`src/rtl/ttt_pkg.sv`:
```
package ttt_pkg;

    localparam int SIDE   = 3;
    localparam int NCELLS = SIDE * SIDE;
    localparam int NLINES = 2 * SIDE + 2;

    typedef enum logic [1:0] {
        MARK_NONE = 2'b00,
        MARK_P1   = 2'b01,
        MARK_P2   = 2'b10
    } mark_e;

    typedef logic [NCELLS-1:0][1:0] board_t;

    typedef enum logic [2:0] {
        ST_PLAYING  = 3'd0,
        ST_OCCUPIED = 3'd1,
        ST_P1_WIN   = 3'd2,
        ST_P2_WIN   = 3'd3,
        ST_DRAW     = 3'd4
    } status_e;

    typedef enum logic [1:0] {
        PH_PLAY  = 2'd0,
        PH_CHECK = 2'd1,
        PH_WON   = 2'd2,
        PH_DRAWN = 2'd3
    } phase_e;

    // Cell index of the k-th cell on line l: rows, then columns, then diagonals.
    function automatic int line_cell(int l, int k);
        if (l < SIDE)           return SIDE * l + k;
        else if (l < 2 * SIDE)  return (l - SIDE) + SIDE * k;
        else if (l == 2 * SIDE) return (SIDE + 1) * k;
        else                    return (SIDE - 1) + (SIDE - 1) * k;
    endfunction

endpackage

```
`src/rtl/ttt_key_pick.sv`:
```
module ttt_key_pick #(
    parameter  int N  = 9,
    localparam int IW = $clog2(N)
) (
    input  logic [N-1:0]  key_i,
    output logic          valid_o,
    output logic [IW-1:0] idx_o
);

    // Lowest-numbered pressed key wins.
    always_comb begin
        valid_o = 1'b0;
        idx_o   = '0;
        for (int i = N - 1; i >= 0; i--) begin
            if (key_i[i]) begin
                valid_o = 1'b1;
                idx_o   = IW'(i);
            end
        end
    end

endmodule

```
`src/rtl/ttt_line_eval.sv`:
```
module ttt_line_eval
    import ttt_pkg::*;
(
    input  board_t            board_i,
    input  logic [1:0]        mark_i,
    output logic              hit_o,
    output logic [NCELLS-1:0] mask_o
);

    logic [NLINES-1:0]             hit;
    logic [NLINES-1:0][NCELLS-1:0] lmask;

    for (genvar l = 0; l < NLINES; l++) begin : g_line
        localparam int CA = line_cell(l, 0);
        localparam int CB = line_cell(l, 1);
        localparam int CC = line_cell(l, 2);

        assign hit[l]   = (mark_i != MARK_NONE) &&
                          (board_i[CA] == mark_i) &&
                          (board_i[CB] == mark_i) &&
                          (board_i[CC] == mark_i);
        assign lmask[l] = (NCELLS'(1) << CA) | (NCELLS'(1) << CB) |
                          (NCELLS'(1) << CC);
    end

    // The lowest-numbered completed line is reported.
    always_comb begin
        hit_o  = 1'b0;
        mask_o = '0;
        for (int l = NLINES - 1; l >= 0; l--) begin
            if (hit[l]) begin
                hit_o  = 1'b1;
                mask_o = lmask[l];
            end
        end
    end

endmodule

```
`src/rtl/ttt_led_drive.sv`:
```
module ttt_led_drive
    import ttt_pkg::*;
#(
    parameter  int BLINK_HALF = 31_250_000,
    parameter  int DIM_PERIOD = 8,
    parameter  int DIM_ON     = 1,
    localparam int BW         = $clog2(BLINK_HALF),
    localparam int DW         = $clog2(DIM_PERIOD)
) (
    input  logic              clk_i,
    input  logic              rst_ni,
    input  board_t            board_i,
    input  logic              blink_en_i,
    input  logic [NCELLS-1:0] blink_mask_i,
    output logic [NCELLS-1:0] led_o
);

    typedef struct packed {
        logic [BW-1:0] blink_cnt;
        logic          blink_on;
        logic [DW-1:0] dim_cnt;
    } ctr_t;

    ctr_t d, q;
    logic dim_lit;

    always_comb begin
        d = q;
        if (q.blink_cnt == BW'(BLINK_HALF - 1)) begin
            d.blink_cnt = '0;
            d.blink_on  = ~q.blink_on;
        end else begin
            d.blink_cnt = q.blink_cnt + BW'(1);
        end
        if (q.dim_cnt == DW'(DIM_PERIOD - 1)) begin
            d.dim_cnt = '0;
        end else begin
            d.dim_cnt = q.dim_cnt + DW'(1);
        end
    end

    always_ff @(posedge clk_i or negedge rst_ni) begin
        if (!rst_ni) begin
            q <= '{blink_cnt: '0, blink_on: 1'b1, dim_cnt: '0};
        end else begin
            q <= d;
        end
    end

    assign dim_lit = ({1'b0, q.dim_cnt} < (DW + 1)'(DIM_ON));

    always_comb begin
        for (int i = 0; i < NCELLS; i++) begin
            case (board_i[i])
                MARK_P1: led_o[i] = 1'b1;
                MARK_P2: led_o[i] = dim_lit;
                default: led_o[i] = 1'b0;
            endcase
            if (blink_en_i && blink_mask_i[i] && !q.blink_on) begin
                led_o[i] = 1'b0;
            end
        end
    end

endmodule

```
`src/rtl/ttt_game.sv`:
```
module ttt_game
    import ttt_pkg::*;
#(
    parameter int CLK_HZ     = 125_000_000,
    parameter int BLINK_HZ   = 2,
    parameter int BLINK_HALF = CLK_HZ / (2 * BLINK_HZ),
    parameter int DIM_PERIOD = 8,
    parameter int DIM_ON     = 1
) (
    input  logic        clk_i,
    input  logic        rst_ni,
    input  logic [8:0]  key_i,
    output logic [8:0]  cell_led_o,
    output logic [1:0]  turn_led_o,
    output logic [2:0]  status_o
);

    localparam int IW = $clog2(NCELLS);

    typedef struct packed {
        board_t            board;
        phase_e            phase;
        logic              turn;
        logic [1:0]        last;
        status_e           status;
        logic [NCELLS-1:0] win_mask;
    } game_t;

    game_t d, q;

    logic              key_valid;
    logic [IW-1:0]     key_idx;
    logic              line_hit;
    logic [NCELLS-1:0] line_mask;
    logic              board_full;

    // Signals exposed for the bound checker.
    board_t            board_q;
    logic [1:0]        phase_q;
    logic [NCELLS-1:0] win_mask_q;

    ttt_key_pick #(.N(NCELLS)) u_pick (
        .key_i   (key_i),
        .valid_o (key_valid),
        .idx_o   (key_idx)
    );

    ttt_line_eval u_lines (
        .board_i (q.board),
        .mark_i  (q.last),
        .hit_o   (line_hit),
        .mask_o  (line_mask)
    );

    always_comb begin
        board_full = 1'b1;
        for (int i = 0; i < NCELLS; i++) begin
            if (q.board[i] == MARK_NONE) board_full = 1'b0;
        end
    end

    always_comb begin
        d = q;
        case (q.phase)
            PH_PLAY: begin
                if (key_valid) begin
                    if (q.board[key_idx] != MARK_NONE) begin
                        d.status = ST_OCCUPIED;
                    end else begin
                        d.board[key_idx] = q.turn ? MARK_P2 : MARK_P1;
                        d.last           = q.turn ? MARK_P2 : MARK_P1;
                        d.turn           = ~q.turn;
                        d.status         = ST_PLAYING;
                        d.phase          = PH_CHECK;
                    end
                end
            end
            PH_CHECK: begin
                if (line_hit) begin
                    d.phase    = PH_WON;
                    d.status   = (q.last == MARK_P1) ? ST_P1_WIN : ST_P2_WIN;
                    d.win_mask = line_mask;
                end else if (board_full) begin
                    d.phase  = PH_DRAWN;
                    d.status = ST_DRAW;
                end else begin
                    d.phase = PH_PLAY;
                end
            end
            default: ;
        endcase
    end

    always_ff @(posedge clk_i or negedge rst_ni) begin
        if (!rst_ni) begin
            q <= '{board: '0, phase: PH_PLAY, turn: 1'b0, last: MARK_NONE,
                   status: ST_PLAYING, win_mask: '0};
        end else begin
            q <= d;
        end
    end

    ttt_led_drive #(
        .BLINK_HALF (BLINK_HALF),
        .DIM_PERIOD (DIM_PERIOD),
        .DIM_ON     (DIM_ON)
    ) u_leds (
        .clk_i        (clk_i),
        .rst_ni       (rst_ni),
        .board_i      (q.board),
        .blink_en_i   (q.phase == PH_WON),
        .blink_mask_i (q.win_mask),
        .led_o        (cell_led_o)
    );

    assign turn_led_o = (q.phase == PH_PLAY || q.phase == PH_CHECK) ?
                        {q.turn, ~q.turn} : 2'b00;
    assign status_o   = q.status;

    assign board_q    = q.board;
    assign phase_q    = q.phase;
    assign win_mask_q = q.win_mask;

endmodule

```
`config.mk`:
```
export PLATFORM = sky130hd
export DESIGN_NAME = ttt_game
export DESIGN_NICKNAME = d
export VERILOG_FILES = /design/src/rtl/ttt_pkg.sv /design/src/rtl/ttt_key_pick.sv /design/src/rtl/ttt_line_eval.sv /design/src/rtl/ttt_led_drive.sv /design/src/rtl/ttt_game.sv
export SDC_FILE = /design/constraint.sdc
export NUM_CORES = 1
export LEC_CHECK = 0
export BUFFER_PORTS_ARGS = -buffer_cell sky130_fd_sc_hd__buf_2
export CORE_UTILIZATION = 66
export CTS_CLUSTER_DIAMETER = 80
export CTS_CLUSTER_SIZE = 30
export DETAILED_ROUTE_END_ITERATION = 7
export PLACE_DENSITY = 0.86
export REMOVE_ABC_BUFFERS = 1
export SYNTH_ARGS = -nofsm -noshare
export SYNTH_HDL_FRONTEND = slang
export SYNTH_SLANG_ARGS = --single-unit
```
`constraint.sdc`:
```
create_clock -name clk_i -period 5.6 [get_ports clk_i]
set_clock_uncertainty 0.15 [all_clocks]
set_input_delay 0.56 -clock clk_i [delete_from_list [all_inputs] [get_ports clk_i]]
set_output_delay 0.56 -clock clk_i [all_outputs]
set_load 0.01 [all_outputs]
```
After elaboration in Yosys (flattened, before gate mapping) --
Cells that the tools add are included.
Storage, ports and cells: output and inout bits 14, input bits 11, bits in registers 64, logic and storage cells 199
Operators by class: order comparisons 3, bitwise gates (word level) 3, reduce and logical (&&, ||, !) cells 59, eq/ne operators 35, add/subtract/negate cells 2, multiplexer cells 80
Operators by type and width (number):
- $mux 9 | 7
- $logic_and 1x1->1 | 40
- $mux 1 | 37
- $mux 4 | 9
- $add 25x1->25 const B | 1
- $eq 25x25->1 const B | 1
- $mux 25 | 1
- $eq 2x1->1 const B | 11
- $eq 2x2->1 const B | 10
- $logic_not 2->1 | 10
- $bwmux 18 | 1
- $eq 2x2->1 | 9
- $pmux 1 s2 | 9
- $mux 2 | 6
- $mux 3 | 3
- $reduce_and 3->1 | 3
- $bmux 2 s4 | 1
- $demux 2 s4 | 1
- $mux 8 | 1
- $mux 7 | 1
- $pmux 3 s2 | 1
- $reduce_bool 2->1 | 3
- $lt 4x5->1 const B | 1
- $mux 5 | 1
- other kinds (11) | 14

Longest topological paths before layout --
Gate-level depths: netlist (run 1).
depth after elaboration 15, mapped depth 11, gate-level depth less buffers 8

By module --
From an unflattened synthesis (run 1), not the netlist that was laid out.
Second synthesis, totals: cell total of the unflattened synthesis 418, area total of the unflattened synthesis 4016.4 um^2
By module, submodules not included:
- ttt_led_drive | sequential area each 726.9 um^2, instances 1, area an instance 1734.2 um^2, cells each 179
- ttt_game | sequential area each 850.8 um^2, instances 1, area an instance 1621.6 um^2, cells each 135
- ttt_line_eval | sequential area each 0.0 um^2, instances 1, area an instance 561.8 um^2, cells each 89
- ttt_key_pick | sequential area each 0.0 um^2, instances 1, area an instance 98.8 um^2, cells each 15

Least setup slack after synthesis (run 1) --
No wires, ideal clock.
path kind input port to flip-flop, start in key_i[4], end reg q[13] (netlist name), buffers on the path 0, required time 5325 ps, setup time 125 ps, cell stages on the path 7, setup slack 2901 ps, arrival time 2424 ps, cells stage by stage or4_1 -> o21ai_0 -> o21ai_0 -> a2bb2oi_1 -> o211a_2 -> nor2_4 -> mux2_2
On the way: word-level cells in the longest chain between the ends 10, elaborated cells on any way between the ends 15, those cells by class 12 x mux; 1 x bitwise; 2 x reduce/logical
RTL lines:
- from (decl) | line ttt_game.sv:12 | input logic [8:0] key_i,
- $mux 4 (5 in a row) | line ttt_key_pick.sv:15 | if (key_i[i]) begin
- $bmux 2 s4 | line ttt_game.sv:67 | if (q.board[key_idx] != MARK_NONE) begin
- $mux 2 (not written as such) | line ttt_game.sv:67
- $reduce_bool 2->1 | line ttt_game.sv:67
- $not 1->1 (no source line)
- $reduce_and 3->1 (no source line) *
- to (signal assigned) | line ttt_game.sv:96 | q <= '{board: '0, phase: PH_PLAY, turn: 1'b0, last: MARK_NONE,
- to (decl) | line ttt_game.sv:29 | game_t d, q;
Every way passes the cells marked *; elsewhere a longest branch is shown, timed or not. The select of a mux whose other input is x is not followed. A chain may end at the register's enable or synchronous reset.

Worst setup path in the final report (run 1) --
start reg q[12] (netlist name), end reg q (netlist bit status_o[0])
On the way: word-level cells in the longest chain between the ends 14, elaborated cells on any way between the ends 45, those cells by class 11 x eq/ne; 11 x mux; 23 x reduce/logical
RTL lines:
- $eq 2x2->1 or $reduce_bool 2->1 (tied branches) | line ttt_line_eval.sv:19, ttt_line_eval.sv:21, ttt_line_eval.sv:18
- $logic_and 1x1->1 | line ttt_line_eval.sv:18 | assign hit[l] = (mark_i != MARK_NONE) &&
- $logic_and 1x1->1 | line ttt_line_eval.sv:19 | (board_i[CA] == mark_i) &&
- $logic_and 1x1->1 | line ttt_line_eval.sv:20 | (board_i[CB] == mark_i) &&
- $mux 1 (8 in a row) | line ttt_line_eval.sv:31 | if (hit[l]) begin
- $ne 3x3->1 (no source line) or $mux 3 (tied branches)
- $reduce_and 3->1 (no source line) or $pmux 3 s2 (tied branches)
Several ways; a longest one is shown, not always the timed one.

==> results of run 1 <==
-- power groups by stage --
stage | clock (uW) | combinational (uW) | sequential, uW
2_1_floorplan | 0 | 400 | 621
3_3_place_gp | 0 | 520 | 652
3_5_place_dp | 0 | 545 | 657
4_1_cts | 391 | 550 | 649
5_1_grt | 414 | 611 | 668
6_report | 393 | 556 | 654
-- cell usage after synthesis, drive strengths merged, types with 8 or more instances --
master  instances  area (sq um)
nor3           14         70.07
inv            26         97.59
and3            8         50.05
nand2          44         165.2
xor2           14         122.6
ha             30         375.4
nand3          20         100.1
nor2           54         210.2
xnor2          24         210.2
a41o            9         93.84
a21oi          17         85.08
o21ai          15         75.07
dfrtp          62          1551
buf            10         68.82
-- layer usage --
layer,vias to the layer above,routed length [um],global-route usage
li1,1579,-,-
met1,1672,3933,0.3967
met2,141,4602,0.5701
met3,28,538,0.04914
met4,0,334,0.1618
met5,-,0,0
-- how the worst min path moves through the flow --
stage                           start           to  slack, ps
after floorplan                rst_ni   board_q[0]        110
after global placement    u_leds.q[0]  u_leds.q[0]        290
after detailed placement  u_leds.q[0]  u_leds.q[0]        320
after CTS                      rst_ni  board_q[17]        250
after global routing           rst_ni  board_q[17]        300
final                          rst_ni  board_q[14]        210
-- layout make-up --
cell class	count	area (sq um)	area share
Multi-Input combinational cell	329	2211	0.5119
Clock inverter	6	61.31	0.01419
Sequential cell	63	1578	0.3653
Timing Repair Buffer	28	150.1	0.03476
Clock buffer	10	127.6	0.02955
Inverter	27	101.3	0.02346
Tap cell	72	90.09	0.02086
-- flip-flops by register name (all words and copies together), names as in the netlist --
signal / count
board_q: 18
phase_q: 2
win_mask_q: 9
u_leds.q: 29
status_o: 3
q: 2
-- per-stage QoR --
stage,utilization,std cells,total power [uW]
global placement,0.7321,519,1172
floorplan,-,419,1021
CTS,0.7656,535,1590
finish,0.7656,535,1602
detailed placement,0.7321,519,1203
global route,0.7656,535,1693
-- kinds of logic after synthesis --
family | share of synthesized area
AOI/OAI and AO/OA | 0.1558
xor gates and xnor gates | 0.08391
adders and majority gates | 0.09464
buffers and inverters | 0.04479
DFF | 0.3978
muxes | 0.007886
and+or+nand+nor | 0.2151
-- worst max-delay path, delay by kind of cell, from the launching register on --
kind / cells / cell delay, ps
AOI/OAI and AO/OA: 4 / 1490
DFF: 1 / 860
and+or+nand+nor: 2 / 750
buffers and inverters: 1 / 500
==> results.json, run 1 <==
{
  "hold_buffers": 0,
  "gp_congestion": 0.9014,
  "portBuffers": 24,
  "grt_pass1_vias": 3292,
  "root_buffer": "clkbuf_8",
  "cts_tree": "built",
  "drt_pass1_iterations": 7,
  "post_cts_buffers": 0,
  "cp-start-kind": "flip-flop",
  "path_cells": "clkinv_1 -> nand3_1 -> a221oi_1 -> or4b_1 -> o21bai_1 -> o21bai_1 -> o221ai_1",
  "yosysUniqueCellTypes": 60,
  "antenna_found_initial": 0,
  "rsz0062_at_grt": "false",
  "p_int_uw": 955.7,
  "final_common_cell": "dfrtp_1",
  "synth_area_per_cell_sq_um": 9.203,
  "p_seq_frac": 0.408,
  "maxSlewHeadroom": 0.1602,
  "cts.path.max_buffers": 2,
  "dieArea_sq_mm": 0.006323,
  "path_class": "flip-flop to flip-flop",
  "cp-end-kind": "flip-flop",
  "syn_to_final_growth_pct": 8.896,
  "pwr-share-clk": 0.245,
  "grt_max_degree": 64,
  "powerDensity_mw_per_mm2": 371.0,
  "viasPerCell": 6.393,
  "final.setup.tns_ps": 0,
  "crit_start": "q[12]",
  "dr.first_iter.drc_count": 380,
  "nNetsFinal": 499,
  "grt-ovfl-total": 0,
  "setup_viol": 0,
  "setup_slack_ps": 1711,
  "antenna_cells": 0,
  "switching_share": 0.4036,
  "max_freq_ghz": 0.2571,
  "finalMaxSlewViolations": 0,
  "core_area_sq_mm": 0.005642,
  "vias": 3420,
  "n_fill_cell": 388,
  "timing.rr.start": "q[12]",
  "placementRows": 27,
  "final_cell_mix": "dfrtp_1 (62), nor2_1 (53), nand2_1 (44), ha_1 (30), inv_1 (26)",
  "worstPathArrival_ps": 3960,
  "async_flop_share": 1.000,
  "wire_per_inst_um": 17.59,
  "ys_ff_latch": 63,
  "p_leak_uw": 0.002029,
  "regToRegSetupSlack_ps": 1710,
  "htreeDepth": 3,
  "io_pins": 25,
  "holdWs_ps": 207.8,
  "worstPathRequired_ps": 5670,
  "endpoint": "status_o[0]",
  "insertion_delay_ps": 360,
  "path_max_fanout": 21,
  "synth_flop_cell": "dfrtp_1",
  "place_area_sq_mm": 0.004130,
  "finalCritPeriodShare": 0.6945,
  "grt_pass1_wl_um": 15650,
  "status": "finished clean",
  "critPathMostFrequentCell": "o21bai_1",
  "stdcell_area_sq_mm": 0.004319,
  "ant_nets": 0,
  "worst_path_max_delay_cell": "o21bai_1",
  "ir_drop_mv": 0.2327,
  "reg2reg_depth": 7,
  "clk_transition_reported_paths_ps": 90,
  "clkSinkCount": 63,
  "hold_path_class": "input pin to async pin",
  "drc": 0,
  "drv_cap": 0,
  "finalHoldViolations": 0,
  "synth_edf_count": 0,
  "drive_gt1_frac": 0.1317,
  "initial_utilization": 0.7030,
  "pre_cts_ws_ps": 1861,
  "synth_warnings": 0,
  "comb_power_share": 0.347,
  "die_h_um": 79.52,
  "synthCells": 431,
  "rr_endpoint": "status_o[0]",
  "seq_area_frac_synth": 0.3978,
  "cts_buffers": 9,
  "hpwl_um": 6837,
  "die_w_um": 79.52,
  "wl_um": 9409,
  "synth_area_sq_mm": 0.003966,
  "critPathMaxStageDelay_ps": 990,
  "post_cts_resize_count": 0,
  "min_period_ps": 3889,
  "power.switching_uw": 646.7,
  "grt_usage": 0.3288,
  "tightest_slew_ps": 1257
}
No activity file was read; power rests on OpenSTA's default activity.
==> inputs of run 2 (changes only) <==
- ABC_AREA: unset -> 1
- CORE_UTILIZATION: 66 -> 56
- PLACE_DENSITY: 0.86 -> 0.77
- clock period: 5.6 -> 3.3 ns (I/O delays scaled with it)
==> run 2 against run 1 <==
Effect of this change:
- the flow now finishes with violations (negative hold slack)
- core utilization shrank 13 points
- sequential power increased by 18%
- sequential cell count is the same
- worst hold slack lost 240 ps
- synthesized area is 14% higher
- highest routed layer unchanged
==> results.json, run 2 <==
{
  "io_pins": 25,
  "clkSinkCount": 63,
  "htreeDepth": 3,
  "wl_met2_um": 5286,
  "hold_buffers": 0,
  "antenna_cells": 0,
  "clk_transition_reported_paths_ps": 80,
  "tightest_slew_ps": 951.5,
  "cp-start-kind": "flip-flop",
  "status": "complete, but fails checks",
  "worstPathArrival_ps": 2070,
  "largest_register": "u_leds.q",
  "wire_per_inst_um": 15.00,
  "maxSlewHeadroom": 0.3633,
  "rr_endpoint": "win_mask_q[6]",
  "powerDensity_mw_per_mm2": 323.7,
  "synth_flop_cell": "dfrtp_1",
  "rsz0062_at_grt": "false",
  "final_util": 0.6342,
  "path_max_fanout": 9,
  "core_area_sq_mm": 0.007767,
  "insertion_delay_ps": 350,
  "viasPerCell": 5.605,
  "grt-ovfl-total": 0,
  "seq_area_frac_synth": 0.3495,
  "pre_cts_ws_ps": 589.0,
  "die_w_um": 91.79,
  "reg2reg_depth": 14,
  "portBuffers": 24,
  "post_cts_buffers": 0,
  "ir_drop_mv": 0.2124,
  "wl_um": 10950,
  "final_common_cell": "nand2_1",
  "p_leak_uw": 0.002644,
  "final_cell_mix": "nand2_1 (120), inv_1 (99), dfrtp_1 (62), nor2_1 (61), nand3_1 (43)",
  "yosysUniqueCellTypes": 50,
  "post_cts_resize_count": 0,
  "vias": 4092,
  "timing.rr.start": "q[12]",
  "setup_viol": 0,
  "finalHoldViolations": 17,
  "drive_gt1_frac": 0.1624,
  "min_period_ps": 2552,
  "synth.most_common_cell": "nand2_1",
  "route.met3.wl_um": 560,
  "ys_ff_latch": 63,
  "synth_commonest_cells": "nand2_1 (120), inv_1 (99), dfrtp_1 (62), nor2_1 (61), nand3_1 (43)",
  "synth_edf_count": 0,
  "drc": 0,
  "antenna_found_initial": 0,
  "dieArea_sq_mm": 0.008424,
  "final.setup.tns_ps": 0,
  "synth_top_area_frac": 0.3437,
  "violations": "negative hold slack",
  "finalCritPeriodShare": 0.7734,
  "ant_nets": 0,
  "initial_utilization": 0.5812,
  "cp-end-kind": "output port",
  "largest_reg_flops": 29,
  "synth_area_per_cell_sq_um": 7.562,
  "synth_warnings": 0,
  "die_h_um": 91.79,
  "grt_max_degree": 64,
  "hpwl_um": 7986,
  "finalMaxSlewViolations": 0,
  "drv_cap": 0,
  "cts_tree": "built",
  "synth_area_leaders": "dfrtp_1 (34%), nand2_1 (10%), ha_1 (8.3%), inv_1 (8.2%), nor2_1 (5.1%)",
  "grt_pass1_vias": 3915,
  "yosys.area.top_type": "dfrtp_1",
  "grt_pass1_wl_um": 18480,
  "setup_slack_ps": 747.8,
  "nNetsFinal": 664,
  "met1_length_um": 4632,
  "dr.max_layer_used": "met4",
  "synthCells": 597,
  "placementRows": 32,
  "n_fill_cell": 666,
  "regToRegSetupSlack_ps": 780,
  "grt_usage": 0.2811,
  "syn_to_final_growth_pct": 9.119,
  "gp_congestion": 0.9410,
  "root_buffer": "clkbuf_8",
  "cts.path.max_buffers": 2,
  "async_flop_share": 1.000,
  "hold_path_class": "input pin to async pin",
  "path_class": "flip-flop to output port",
  "holdWs_ps": -27.46,
  "max_freq_ghz": 0.3918,
  "dr.first_iter.drc_count": 255,
  "drt_pass1_iterations": 5,
  "worstPathRequired_ps": 2820,
  "synth_area_sq_mm": 0.004514,
  "power_uw": 1595,
  "cts_buffers": 9
}
-- run 2: layout make-up --
cell class | count | area (sq um) | area share
clock inverters | 7 | 97.59 | 0.01981
multi-input cells | 415 | 2434 | 0.4940
flip-flops and latches | 63 | 1578 | 0.3203
clock buffers | 9 | 123.9 | 0.02515
well taps | 102 | 127.6 | 0.02591
inverters | 104 | 400.4 | 0.08128
repair buffers | 30 | 165.2 | 0.03353
-- run 2: worst max-delay path, stage by stage, from the launching register on --
cell,delay (ps)
dfrtp_1,380
nor2_1,740
a31o_2,290
nand3_1,100
inv_1,100
buf_2,130
-- run 2: worst max path at each step --
stage                      startpoint            end  slack (ps)  depth (start not counted)
after global routing            q[12]  win_mask_q[6]         570                         15
after detailed placement     key_i[4]          q[12]         590                         15
final                     u_leds.q[2]  cell_led_o[2]         750                          5
after global placement       key_i[4]          q[13]         690                         15
after floorplan                 q[12]  win_mask_q[6]         940                         14
after CTS                 u_leds.q[2]  cell_led_o[2]         780                          5
-- run 2: routing by layer --
layer  vias to the layer above  GRT usage
met2                       153     0.4925
met3                        35    0.03980
met1                      1909     0.3332
met5                         -          0
li1                       1995          -
met4                         0     0.1497
-- run 2: power by group --
group | total, uW | internal, uW | switching, uW
logic | 62.1 | 16.4 | 45.7
clock network | 761 | 426 | 335
registers | 772 | 772 | 0
total | 1590 | 1210 | 381
-- run 2: cell families (layout without fill, tap and decap cells) --
family	count (synthesis)	after routing	share of synthesized area
DFF	63	63	0.3495
adders and majority gates	30	30	0.08315
AOI/OAI and AO/OA	47	47	0.07428
xor gates and xnor gates	18	18	0.03659
and+or+nand+nor	320	320	0.3451
buffers and inverters	119	150	0.1114
-- run 2: per-stage QoR --
| stage | instance area, sq um | instances |
|---|---|---|
| after floorplan | 4412 | 582 |
| after global placement | 4705 | 714 |
| after detailed placement | 4705 | 714 |
| after CTS | 4926 | 730 |
| after global routing | 4926 | 730 |
| final | 4926 | 730 |
